--- src/rtl/wdog_pkg.sv ---
package wdog_pkg;
    localparam int unsigned WD_REG_W    = 8;
    localparam int unsigned WD_CNT_W    = 5;
    localparam int unsigned WD_EN_BIT   = 7;
    localparam int unsigned WD_FLAG_BIT = 6;
    localparam int unsigned WD_KICK_BIT = 0;

    typedef struct packed {
        logic en;
        logic flag;
        logic pulse;
    } wd_status_t;
endpackage

--- src/rtl/wdog_regif.sv ---
module wdog_regif
    import wdog_pkg::*;
#(
    parameter int unsigned REG_W = WD_REG_W
) (
    input  logic             reg_wr,
    input  logic [REG_W-1:0] reg_wdata,
    input  logic             en,
    input  logic             flag,
    output logic             kick,
    output logic             set_en,
    output logic             clr_flag,
    output logic [REG_W-1:0] reg_rdata
);
    always_comb begin
        kick     = reg_wr & reg_wdata[WD_KICK_BIT];
        set_en   = reg_wr & reg_wdata[WD_EN_BIT];
        clr_flag = reg_wr & reg_wdata[WD_FLAG_BIT];
    end

    for (genvar i = 0; i < REG_W; i++) begin : g_rd
        if (i == WD_EN_BIT) begin : g_en
            assign reg_rdata[i] = en;
        end else if (i == WD_FLAG_BIT) begin : g_flag
            assign reg_rdata[i] = flag;
        end else begin : g_zero
            assign reg_rdata[i] = 1'b0;
        end
    end
endmodule

--- src/rtl/wdog_counter.sv ---
module wdog_counter #(
    parameter int unsigned CNT_W = 5
) (
    input  logic             clk,
    input  logic             por_n,
    input  logic             enable,
    input  logic             idle,
    input  logic             tick,
    input  logic             kick,
    input  logic             sync_clr,
    output logic [CNT_W-1:0] count,
    output logic             expire
);
    localparam logic [CNT_W-1:0] LAST = {CNT_W{1'b1}} - 1'b1;

    typedef struct packed {
        logic [CNT_W-1:0] cnt;
    } cnt_state_t;

    cnt_state_t state_d, state_q;
    logic       advance;

    always_comb begin
        state_d = state_q;
        advance = enable & tick & ~idle;
        expire  = advance & ~kick & ~sync_clr & (state_q.cnt == LAST);
        if (sync_clr || kick || !enable || expire) begin
            state_d.cnt = '0;
        end else if (advance) begin
            state_d.cnt = state_q.cnt + 1'b1;
        end
    end

    always_ff @(posedge clk or negedge por_n) begin
        if (!por_n) state_q <= '0;
        else        state_q <= state_d;
    end

    assign count = state_q.cnt;

    AST_KICK_ZERO: assert property (@(posedge clk) disable iff (!por_n)
        $past(kick) |-> count == '0);
    AST_IDLE_HOLD: assert property (@(posedge clk) disable iff (!por_n)
        ($past(idle) && !$past(kick) && !$past(sync_clr)) |-> $stable(count));
    AST_DISABLED_QUIET: assert property (@(posedge clk) disable iff (!por_n)
        !$past(enable) |-> count == '0);
endmodule

--- src/rtl/wdog_status.sv ---
module wdog_status
    import wdog_pkg::*;
(
    input  logic clk,
    input  logic por_n,
    input  logic set_en,
    input  logic clr_flag,
    input  logic expire,
    input  logic sync_clr,
    input  logic clr_en_cfg,
    output logic en,
    output logic flag,
    output logic pulse
);
    wd_status_t state_d, state_q;

    always_comb begin
        state_d       = state_q;
        state_d.pulse = 1'b0;
        if (sync_clr) begin
            state_d.flag = 1'b0;
            if (clr_en_cfg) state_d.en = 1'b0;
        end else if (expire) begin
            state_d.pulse = 1'b1;
            state_d.en    = 1'b0;
            state_d.flag  = 1'b1;
        end else begin
            if (set_en)   state_d.en   = 1'b1;
            if (clr_flag) state_d.flag = 1'b0;
        end
    end

    always_ff @(posedge clk or negedge por_n) begin
        if (!por_n) state_q <= '0;
        else        state_q <= state_d;
    end

    assign en    = state_q.en;
    assign flag  = state_q.flag;
    assign pulse = state_q.pulse;

    AST_PULSE_SINGLE: assert property (@(posedge clk) disable iff (!por_n)
        pulse |=> !pulse);
    AST_PULSE_CLEARS_EN: assert property (@(posedge clk) disable iff (!por_n)
        pulse |-> (!en && flag));
    AST_EN_STICKY: assert property (@(posedge clk) disable iff (!por_n)
        ($past(en) && !$past(expire) && !($past(sync_clr) && $past(clr_en_cfg))) |-> en);
    AST_BUSRST_QUIET: assert property (@(posedge clk) disable iff (!por_n)
        $past(sync_clr) |-> (!flag && !pulse));
endmodule

--- src/rtl/sticky_watchdog.sv ---
module sticky_watchdog
    import wdog_pkg::*;
#(
    parameter int unsigned REG_W = WD_REG_W,
    parameter int unsigned CNT_W = WD_CNT_W
) (
    input  logic             clk,
    input  logic             por_n,
    input  logic             bus_rst,
    input  logic             bus_rst_clr_en,
    input  logic             reg_wr,
    input  logic [REG_W-1:0] reg_wdata,
    output logic [REG_W-1:0] reg_rdata,
    input  logic             tick,
    input  logic             idle,
    output logic             wdog_rst
);
    logic             kick, set_en, clr_flag;
    logic             en, flag, expire;
    logic [CNT_W-1:0] count;

    wdog_regif #(.REG_W(REG_W)) u_regif (
        .reg_wr    (reg_wr),
        .reg_wdata (reg_wdata),
        .en        (en),
        .flag      (flag),
        .kick      (kick),
        .set_en    (set_en),
        .clr_flag  (clr_flag),
        .reg_rdata (reg_rdata)
    );

    wdog_counter #(.CNT_W(CNT_W)) u_counter (
        .clk      (clk),
        .por_n    (por_n),
        .enable   (en),
        .idle     (idle),
        .tick     (tick),
        .kick     (kick),
        .sync_clr (bus_rst),
        .count    (count),
        .expire   (expire)
    );

    wdog_status u_status (
        .clk        (clk),
        .por_n      (por_n),
        .set_en     (set_en),
        .clr_flag   (clr_flag),
        .expire     (expire),
        .sync_clr   (bus_rst),
        .clr_en_cfg (bus_rst_clr_en),
        .en         (en),
        .flag       (flag),
        .pulse      (wdog_rst)
    );

    AST_RSV_ZERO: assert property (@(posedge clk) disable iff (!por_n)
        reg_rdata[WD_FLAG_BIT-1:0] == '0);
    AST_NO_PULSE_DISABLED: assert property (@(posedge clk) disable iff (!por_n)
        !$past(en) |-> !wdog_rst);
endmodule

--- config.mk ---
export PLATFORM = sky130hd
export DESIGN_NAME = sticky_watchdog
export DESIGN_NICKNAME = d
export VERILOG_FILES = /design/src/rtl/wdog_pkg.sv /design/src/rtl/wdog_regif.sv /design/src/rtl/wdog_counter.sv /design/src/rtl/wdog_status.sv /design/src/rtl/sticky_watchdog.sv
export SDC_FILE = /design/constraint.sdc
export NUM_CORES = 1
export LEC_CHECK = 0
export ABC_CLOCK_PERIOD_IN_PS = 1500
export BUFFER_PORTS_ARGS = -buffer_cell sky130_fd_sc_hd__buf_2
export CORE_MARGIN = 2
export CORE_UTILIZATION = 33
export CTS_CLUSTER_DIAMETER = 60
export CTS_CLUSTER_SIZE = 28
export DETAILED_ROUTE_END_ITERATION = 10
export PLACE_DENSITY = 0.68
export SYNTH_ARGS = -nofsm -noshare
export SYNTH_HDL_FRONTEND = slang
export SYNTH_SLANG_ARGS = --single-unit
--- constraint.sdc ---
create_clock -name clk -period 1.5 [get_ports clk]
set_clock_uncertainty 0.15 [all_clocks]
set_input_delay 0.45 -clock clk [delete_from_list [all_inputs] [get_ports clk]]
set_output_delay 0.45 -clock clk [all_outputs]
set_load 0.01 [all_outputs]
After elaboration in Yosys (flattened, before gate mapping)
Index checks and enable logic that the tools add are counted.
W data, S select, Z words.
Cells by class
  add/subtract/negate cells: 1
  equal/unequal tests: 2
  muxes and demuxes: 9
  bitwise operators: 11
  reduce and logical (&&, ||, !) cells: 8
Operators with widths (number)
  $mux W5: 2
  $and A1 B1 Y1: 8
  $reduce_bool A3 Y1: 2
  $add A5 B1 Y5 const B: 1
  $eq A5 B5 Y1 const B: 1
  $mux W1: 5
  $mux W2: 2
  $logic_or A1 B1 Y1: 3
  $not A1 Y1: 3
  $ne A2 B1 Y1 const B: 1
  $reduce_and A2 Y1: 1
  $reduce_bool A2 Y1: 1
  $logic_not A1 Y1: 1
Word-level totals
  bits in registers: 8
  input port bits: 15

Logic depth before layout (Yosys ltp)
Gate-level depths: netlist of the first run.
  depth after elaboration: 7
  gate-level depth with buffers: 5

Modules after synthesis
A second synthesis of the first run with hierarchy kept.
Unflattened totals
  cell total of the unflattened synthesis: 57
  area, all modules: 509.2 µm²
Modules (own cells, without submodules)
  wdog_counter: times used 1, cells each 35, area an instance 314.1 µm², seq. area each 125.1 µm²
  wdog_status: times used 1, cells each 10, area an instance 112.6 µm², seq. area each 75.1 µm²
  wdog_regif: times used 1, cells each 12, area an instance 82.6 µm², seq. area each 0.0 µm²

Worst setup path before layout of the first run
Ideal clock, no wire load.
  path kind: flip-flop to flip-flop
  start: register u_counter.state_q (netlist bit u_counter.count[0])
  end: register u_status.state_q (netlist bit u_status.en)
  library setup time: 0.124 ns
  arrival time: 1.121 ns
  path slack: 0.105 ns
  stages on the path, launching flop included: 5
  buffers on the path: 0
  path through: dfrtp_1 inv_1 ha_1 nand4_1 o31a_1
Between the ends
  cells in the longest elaborated chain, start to end: 4
  elaborated cells on any way between the ends: 6
Ends and longest elaborated chain
  start: declaration: RTL line wdog_counter.sv:20  | cnt_state_t state_d, state_q;
  start signal: assignment: RTL line wdog_counter.sv:36  | else state_q <= state_d;
  $eq A5 B5 Y1 *: RTL line wdog_counter.sv:26  | expire = advance & ~kick & ~sync_clr & (state_q.cnt == LAST);
  $and A1 B1 Y1 *: RTL line wdog_counter.sv:26
  $reduce_bool A3 Y1 (no line) / $mux W2 (equally long branches)
  $reduce_and A2 Y1 (no line) / $mux W2 (equally long branches)
  end signal: assignment: RTL line wdog_status.sv:35  | else state_q <= state_d;
  end: declaration: RTL line wdog_status.sv:15  | wd_status_t state_d, state_q;
Mark *: on every way between the ends. The rest lies on a longest branch, timed or not.
A chain may end at the register's enable or synchronous reset.

Worst setup path after layout of the first run
  start: register u_counter.state_q (netlist bit u_counter.count[0])
  end: register u_counter.state_q (netlist bit u_counter.count[3])
Between the ends
  cells in the longest elaborated chain, start to end: 4
  elaborated cells on any way between the ends: 7
Ends and longest elaborated chain
  parallel branches: the longest is 4 deep, another holds $add A5 B1 Y5
Several ways; the timed one is not identified. The select of a mux whose other input is x is not followed.

==> summary by stage, run 1 <==
Clocking
After clock tree synthesis, the clock-pin slew on the worst setup and hold paths is 0.06 ns. The later-pin clock latency in the skew report is 0.25 ns. The clock buffer count from CTS is 3. The number of buffers between clock root and the deepest sink is 2. The CTS tree is yes. The total number of clock tree sinks is 8. CTS built an H-tree with a depth of 1.

The library cell used as clock root buffer is sky130_fd_sc_hd__clkbuf_4. The number of gates resized after CTS was 0.

Drt
The vias per cell is 4.94. The first TritonRoute pass finished after 4 iterations. After detailed routing, the average wire length per cell comes to 12.1 um. The vias after detailed routing is 445. The final layout contains routed wiring with a total length of 1090 um. For this block, the initial DRC count from the detailed router was 12. In the routed design, unresolved DRC markers number 0.

The detail route stage leaves a number of antenna-violating nets equal to 0.

Logic synthesis
Each instance of the synthesized netlist takes up on average 9.56 um2. Counting every instance in the synthesized netlist gives 53. The share of synthesized area occupied by flip-flops and latches is 0.395. The xor/xnor cell area share of the yosys netlist is 0.

The most instantiated flip-flop cell in the synthesis netlist is sky130_fd_sc_hd__dfrtp_1. After synthesis, the share of flip-flops with an asynchronous set or reset is 1.00. The synthesized cell area is 507 um2. The synthesis-stage register bit count is 8. The most area-hungry cell type in the Yosys netlist is sky130_fd_sc_hd__dfrtp_1. Of the total synthesized cell area, the portion taken by AND, OR, NAND and NOR gates is 0.207. The yosys synthesis warning count is 0. Of the total synthesized cell area, the portion taken by full adders, half adders and majority gates is 0.0494.

The portion of synthesized cell area occupied by the leading cell type is 0.395. The area fraction in compound gates after synthesis is 0.185. The netlist uses 26 different library cells. The mux contribution to synthesized area is 0. After synthesis, the largest family of logic cells by area is simple AND/OR/NAND/NOR gates. By count the netlist is led by sky130_fd_sc_hd__buf_4 (8), sky130_fd_sc_hd__dfrtp_1 (8), sky130_fd_sc_hd__nand2_1 (5), sky130_fd_sc_hd__a21oi_1 (3).

After synthesis, the cell types taking the most area are sky130_fd_sc_hd__dfrtp_1 (40%), sky130_fd_sc_hd__buf_4 (12%), sky130_fd_sc_hd__ha_1 (4.9%), sky130_fd_sc_hd__nand2_1 (3.7%), sky130_fd_sc_hd__a21oi_1 (3.0%). The number of synthesized flops with an enable pin is 0.

Timing
Setup repair after global routing left no endpoint under its margin. The count of endpoints failing setup in the final report is 0. The shortest clock period the worst path allows after layout is 1.45 ns.

The max-slew violation total from the final report is 0. The fmax is 690 MHz. The final-layout setup total negative slack is 0 ns. The period utilization is 0.966. The number of hold violations in the final report is 0.

Setup path
The data arrival time at the worst-slack endpoint is 1.42 ns. Of all nets on the critical path, the largest fanout is 3. The required time reported for the critical path endpoint is 1.47 ns. STA classifies the critical path endpoint as a flip-flop. The startpoint type of the worst setup path is a flip-flop.

The critical path start-end classification is reg2reg.

Die
The site row count is 14. The number of top-level pins is 24. The die outline height is 43.2 um.

The region available for standard cell placement spans 0.00147 mm2. The initial utilization of the core area, before any placement, comes to 0.344. The die width is 43.2 um. The die covers 0.00186 mm2.

Place
The total placed cells including tap cells is 85. The count of buffers added on input and output ports is 12. The estimated wirelength of the detail-placed design is 836 um. The placed instances occupy a cell area of 594 um2. The placer congestion estimate is 0.730.

Global route
The number of antenna violations at the first check in global routing came to 0. The total grt overflow is 0. The wire length of the first global-routing pass is 1800 um.

Entering global routing, the biggest net connects 9 pins. The overall routing resource usage is 0.130. The via count of the first global-routing pass came to 440.

Cells and area
0 antenna diodes ended up in the layout. Once layout is complete, the cells apart from fillers number 90. From synthesis to final layout, the design area changed by 25.2%. In the final layout, the share of cells above drive strength 1 is 0.351. The total non-filler cell area in the finished layout is 634 um2. After the last flow step, the layout net total stands at 93.

Hold path
The worst hold path class is in2reg.

Status
The run finished with clean final reports.

Pwr
The total leakage power is 0.303 nW. In this run the power density over the cells is 743 mW/mm2. The worst supply voltage drop on vdd is 0.430 mV.

Run
The count of max-cap constraint violations is 0.
## layout make-up
type                    instances  area, um2
fillers                       164        837
multi-input cells              39        246
flip-flops and latches          8        200
repair buffers                 22        138
clock buffers                   3       22.5
well taps                      16       20.0
inverters                       2       7.51
## worst paths after layout
check                                               startpoint                             end  slack, ns  cells after the start
worst min register to register  u_counter.count[4]$_DFFE_PN0P_  u_counter.count[4]$_DFFE_PN0P_       0.36                      1
worst min-delay path                            bus_rst_clr_en         u_status.en$_DFFE_PN0P_       0.32                      3
worst max-delay path            u_counter.count[0]$_DFFE_PN0P_  u_counter.count[3]$_DFFE_PN0P_       0.05                      6
min in group asynchronous                                por_n         u_status.en$_DFFE_PN0P_       0.41                      2
worst max register to register  u_counter.count[0]$_DFFE_PN0P_  u_counter.count[3]$_DFFE_PN0P_       0.05                      6
max in group asynchronous                                por_n  u_counter.count[4]$_DFFE_PN0P_       0.61                      2
## cells by family (layout without fill, tap and decap cells)
logic type | after synthesis | after routing
flip-flops | 8 | 8
AND/OR/NAND/NOR | 17 | 17
adder cells (fa/ha/maj) | 2 | 2
buffers and inverters | 11 | 27
AO/OA/AOI/OAI | 14 | 14
other | 1 | 6
## per-stage QoR
stage / hold WS [ns] / util / total power, mW / worst slack [ns]
4_1_cts: 0.315 / 0.426 / 0.482 / 0.0511
2_1_floorplan: 0.00441 / - / 0.283 / 0.105
3_5_place_dp: 0.158 / 0.404 / 0.305 / 0.0206
5_1_grt: 0.345 / 0.431 / 0.501 / 0.00574
3_3_place_gp: 0.153 / 0.404 / 0.303 / 0.0334
6_report: 0.322 / 0.431 / 0.472 / 0.0508
## sequential cells by signal, indices dropped and copies added, names as in the netlist
name	flops
u_status.en	1
u_status.pulse	1
u_counter.count	5
u_status.flag	1
## report_power, final
group,internal [mW],switching [mW],total [mW]
combinational,0.0354,0.0413,0.0768
sequential,0.220,0.00530,0.225
clock,0.0919,0.0775,0.169
## worst max-delay path, cell delays in order, from the launching register on
cell and delay (ns):
sky130_fd_sc_hd__dfrtp_1 0.37, sky130_fd_sc_hd__inv_1 0.08, sky130_fd_sc_hd__ha_1 0.15, sky130_fd_sc_hd__nand4_1 0.10
sky130_fd_sc_hd__buf_4 0.17, sky130_fd_sc_hd__o211ai_1 0.18, sky130_fd_sc_hd__a31oi_1 0.12
## cell usage in the layout (no fill, tap or decap), drive strengths merged, types with 2 or more instances in the layout
cell type / netlist / final
nand3b: 2 / 2
o21ai: 2 / 2
nand2: 5 / 5
nand4: 2 / 2
a21oi: 3 / 3
a31oi: 2 / 2
inv: 2 / 2
buf: 9 / 21
dfrtp: 8 / 8
clkbuf: 0 / 3
nand3: 2 / 2
conb: 1 / 6
ha: 2 / 2
## per-layer routing
metal  up-vias  track usage  share of wire
li1        222            -              -
met4         0       0.0727          0.017
met5         -            0              0
met2         6        0.224           0.53
met1       215        0.148           0.43
met3         2       0.0255          0.017
## timing repair
item,CTS,global route
endpoints found under the hold margin,8,0
buffers inserted,0,1
endpoints found under the setup margin,0,1
hold buffers,1,0
No activity file was read; power rests on OpenSTA's default activity.
==> run 2: changes to the inputs <==
Settings changed: CORE_UTILIZATION 33 to 35, PLACE_DENSITY 0.68 to 0.71.
==> summary by stage, run 2 (synthesized netlist as in run 1, its figures left out) <==
Clocking
The clock drives 8 sinks. The clock-pin slew on the worst setup and hold paths is 0.06 ns. The deepest level of the CTS H-tree is 1.

The CTS tree is yes. The library cell used as clock root buffer is sky130_fd_sc_hd__clkbuf_4. The later-pin clock latency in the skew report is 0.26 ns. TritonCTS created 3 clock buffers. The longest clock path from root to sink contains 2 buffers.

Die
The die outline height is 42.1 um. From left edge to right edge, the die measures 42.1 um. The number of top-level pins is 24. The floorplan has 13 rows. The die covers 0.00177 mm2. The starting density of the core is 0.380. The core box area is 0.00133 mm2.

Timing
In the finished design, the share of the clock period the worst path needs comes to 0.947. The max-slew violation total from the final report was 0. The count of endpoints failing setup in the final report is 0.

The worst path needs 1.42 ns of the cycle, external delays included. Setup repair after global routing left no endpoint under its margin. The final-layout setup total negative slack is 0 ns. For this run, the top clock speed supported by timing is 704 MHz. The number of hold violations in the final report is 0.

Setup path
STA classifies the critical path startpoint as a flip-flop. The top cell family by delay on the critical path is flip-flops. The required time reported for the critical path endpoint is 0.90 ns. The cell type of the slowest stage on the worst timing path is sky130_fd_sc_hd__dfrtp_1. The critical register-to-register path startpoint is u_counter.count[0]$_DFFE_PN0P_. For the worst flop-to-flop path, the logic depth is 7. In this run the critical register-to-register path is captured at u_counter.count[1]$_DFFE_PN0P_. The buffer and inverter count on the worst path is 1. The setup slack on the worst flop-to-flop path is 0.09 ns.

The critical path goes through buf_6. Data on the critical path arrives at its endpoint at 0.82 ns. The critical path start-end classification is reg2out. STA classifies the critical path endpoint as a primary output. The delay of the slowest cell on the worst path is 0.42 ns. The largest driver fanout on the critical path is 5.

Pwr
The post-layout total power is 0.475 mW. The share of total power dissipated in combinational logic is 0.174. The share of total power dissipated in sequential elements is 0.475. In this run the power density over the cells is 743 mW/mm2. The analysis attributes to net switching a power of 0.123 mW. Of the total power, the share spent switching nets is 0.258. The worst supply voltage drop on vdd is 0.312 mV. Internal power comes to 0.352 mW. The fraction of power consumed by the clock network is 0.350. The total leakage power is 0.305 nW.

Drt
After detailed routing, the number of vias per cell comes to 5.17. After detailed routing, the average wire length per cell comes to 11.8 um. The first routing iteration left 15 violations.

The routed wire length is 1050 um. The final route contains 460 vias. For this run, the detailed router's first-pass iteration total came to 4. The post-detailed-route count of antenna-violating nets is 0. The total DRC errors in the routed layout is 0.

Global route
The largest net degree at the start of global routing is 9. The number of antenna violations at the first check in global routing is 0. The wire length of the first global-routing pass is 1680 um.

The via count of the first global-routing pass is 423. The overall routing resource usage is 0.129. The total grt overflow is 0.

Cells and area
Leaving out fill and tap cells, the most frequent cells in the layout are sky130_fd_sc_hd__buf_2 (11), sky130_fd_sc_hd__buf_4 (9), sky130_fd_sc_hd__dfrtp_1 (8), sky130_fd_sc_hd__conb_1 (6), sky130_fd_sc_hd__nand2_1 (5). The net count reported at finish is 93. The library cell used most frequently in the layout, excluding fill and tap cells, is sky130_fd_sc_hd__buf_2. The register with the most flip-flops in the layout has 5 of them. The area growth from synthesis to layout is 26.2%. After routing the design area is 639 um2.

The repair_antennas step left the layout with diodes totalling 0. Of the cells placed in the final design, the portion with a size suffix greater than 1 is 0.365.

Hold path
The hold path startpoint is bus_rst_clr_en. Along the worst hold path, the cell count comes to 3. The worst hold path endpoint is u_status.en$_DFFE_PN0P_. The tightest min-delay check is of the in2reg type.

Status
The run finished with clean final reports.

Place
The placed instances occupy a cell area of 601 um2. During placement, the flow inserted port buffers numbering 12. Routability-driven placement finished with a final weighted congestion of 0.733. The estimated wirelength of the detail-placed design is 802 um.

Run
Max-cap violations in this run came to 0.
run 2: stage by stage:
step | hold slack (ns) | std cells | utilization | setup WS (ns)
2_1_floorplan | 0.00441 | 58 | - | 0.105
3_3_place_gp | 0.150 | 85 | 0.450 | 0.0479
3_5_place_dp | 0.152 | 85 | 0.450 | 0.0364
4_1_cts | 0.311 | 89 | 0.479 | 0.00691
5_1_grt | 0.315 | 89 | 0.479 | 0.00178
6_report | 0.321 | 89 | 0.479 | 0.0794
run 2: worst max path at each step:
| stage | start | end | slack (ns) | cells after the start |
|---|---|---|---|---|
| after floorplan | u_counter.count[0]$_DFFE_PN0P_ | u_status.en$_DFFE_PN0P_ | 0.11 | 4 |
| after global placement | idle | u_counter.count[3]$_DFFE_PN0P_ | 0.05 | 4 |
| after detailed placement | idle | u_counter.count[3]$_DFFE_PN0P_ | 0.04 | 4 |
| after CTS | u_status.en$_DFFE_PN0P_ | reg_rdata[7] | 0.007 | 2 |
| after global routing | u_counter.count[0]$_DFFE_PN0P_ | u_counter.count[3]$_DFFE_PN0P_ | 0.002 | 6 |
| final | u_status.en$_DFFE_PN0P_ | reg_rdata[7] | 0.08 | 1 |
run 2: power by group through the flow:
stage	logic [mW]	registers [mW]	clock network, mW
detailed placement	0.0840	0.226	0
floorplan	0.0546	0.228	0
CTS	0.0912	0.222	0.172
global route	0.0900	0.226	0.185
global placement	0.0825	0.226	0
finish	0.0829	0.226	0.166
run 2: final cells by class:
type / instances / area, um2
sequential: 8 / 200
fill: 122 / 694
tap: 15 / 18.8
timing repair buffer: 22 / 144
multi-input combinational: 39 / 246
clock buffer: 3 / 22.5
inverter: 2 / 7.51
run 2: what timing repair did:
item                                    CTS  global route
hold endpoints to repair                  8             0
buffers inserted                          0             1
resized for setup                         1             2
endpoints found under the setup margin    1             4
hold buffers                              1             0
pin swaps                                 0             4
cloned                                    0             0
run 2: routing by layer:
| metal | track usage | part of all wire | vias up |
|---|---|---|---|
| met1 | 0.129 | 0.42 | 216 |
| met3 | 0.0517 | 0.057 | 2 |
| met4 | 0.0563 | 0.0067 | 0 |
| li1 | - | - | 222 |
| met5 | 0 | 0 | - |
| met2 | 0.234 | 0.52 | 20 |
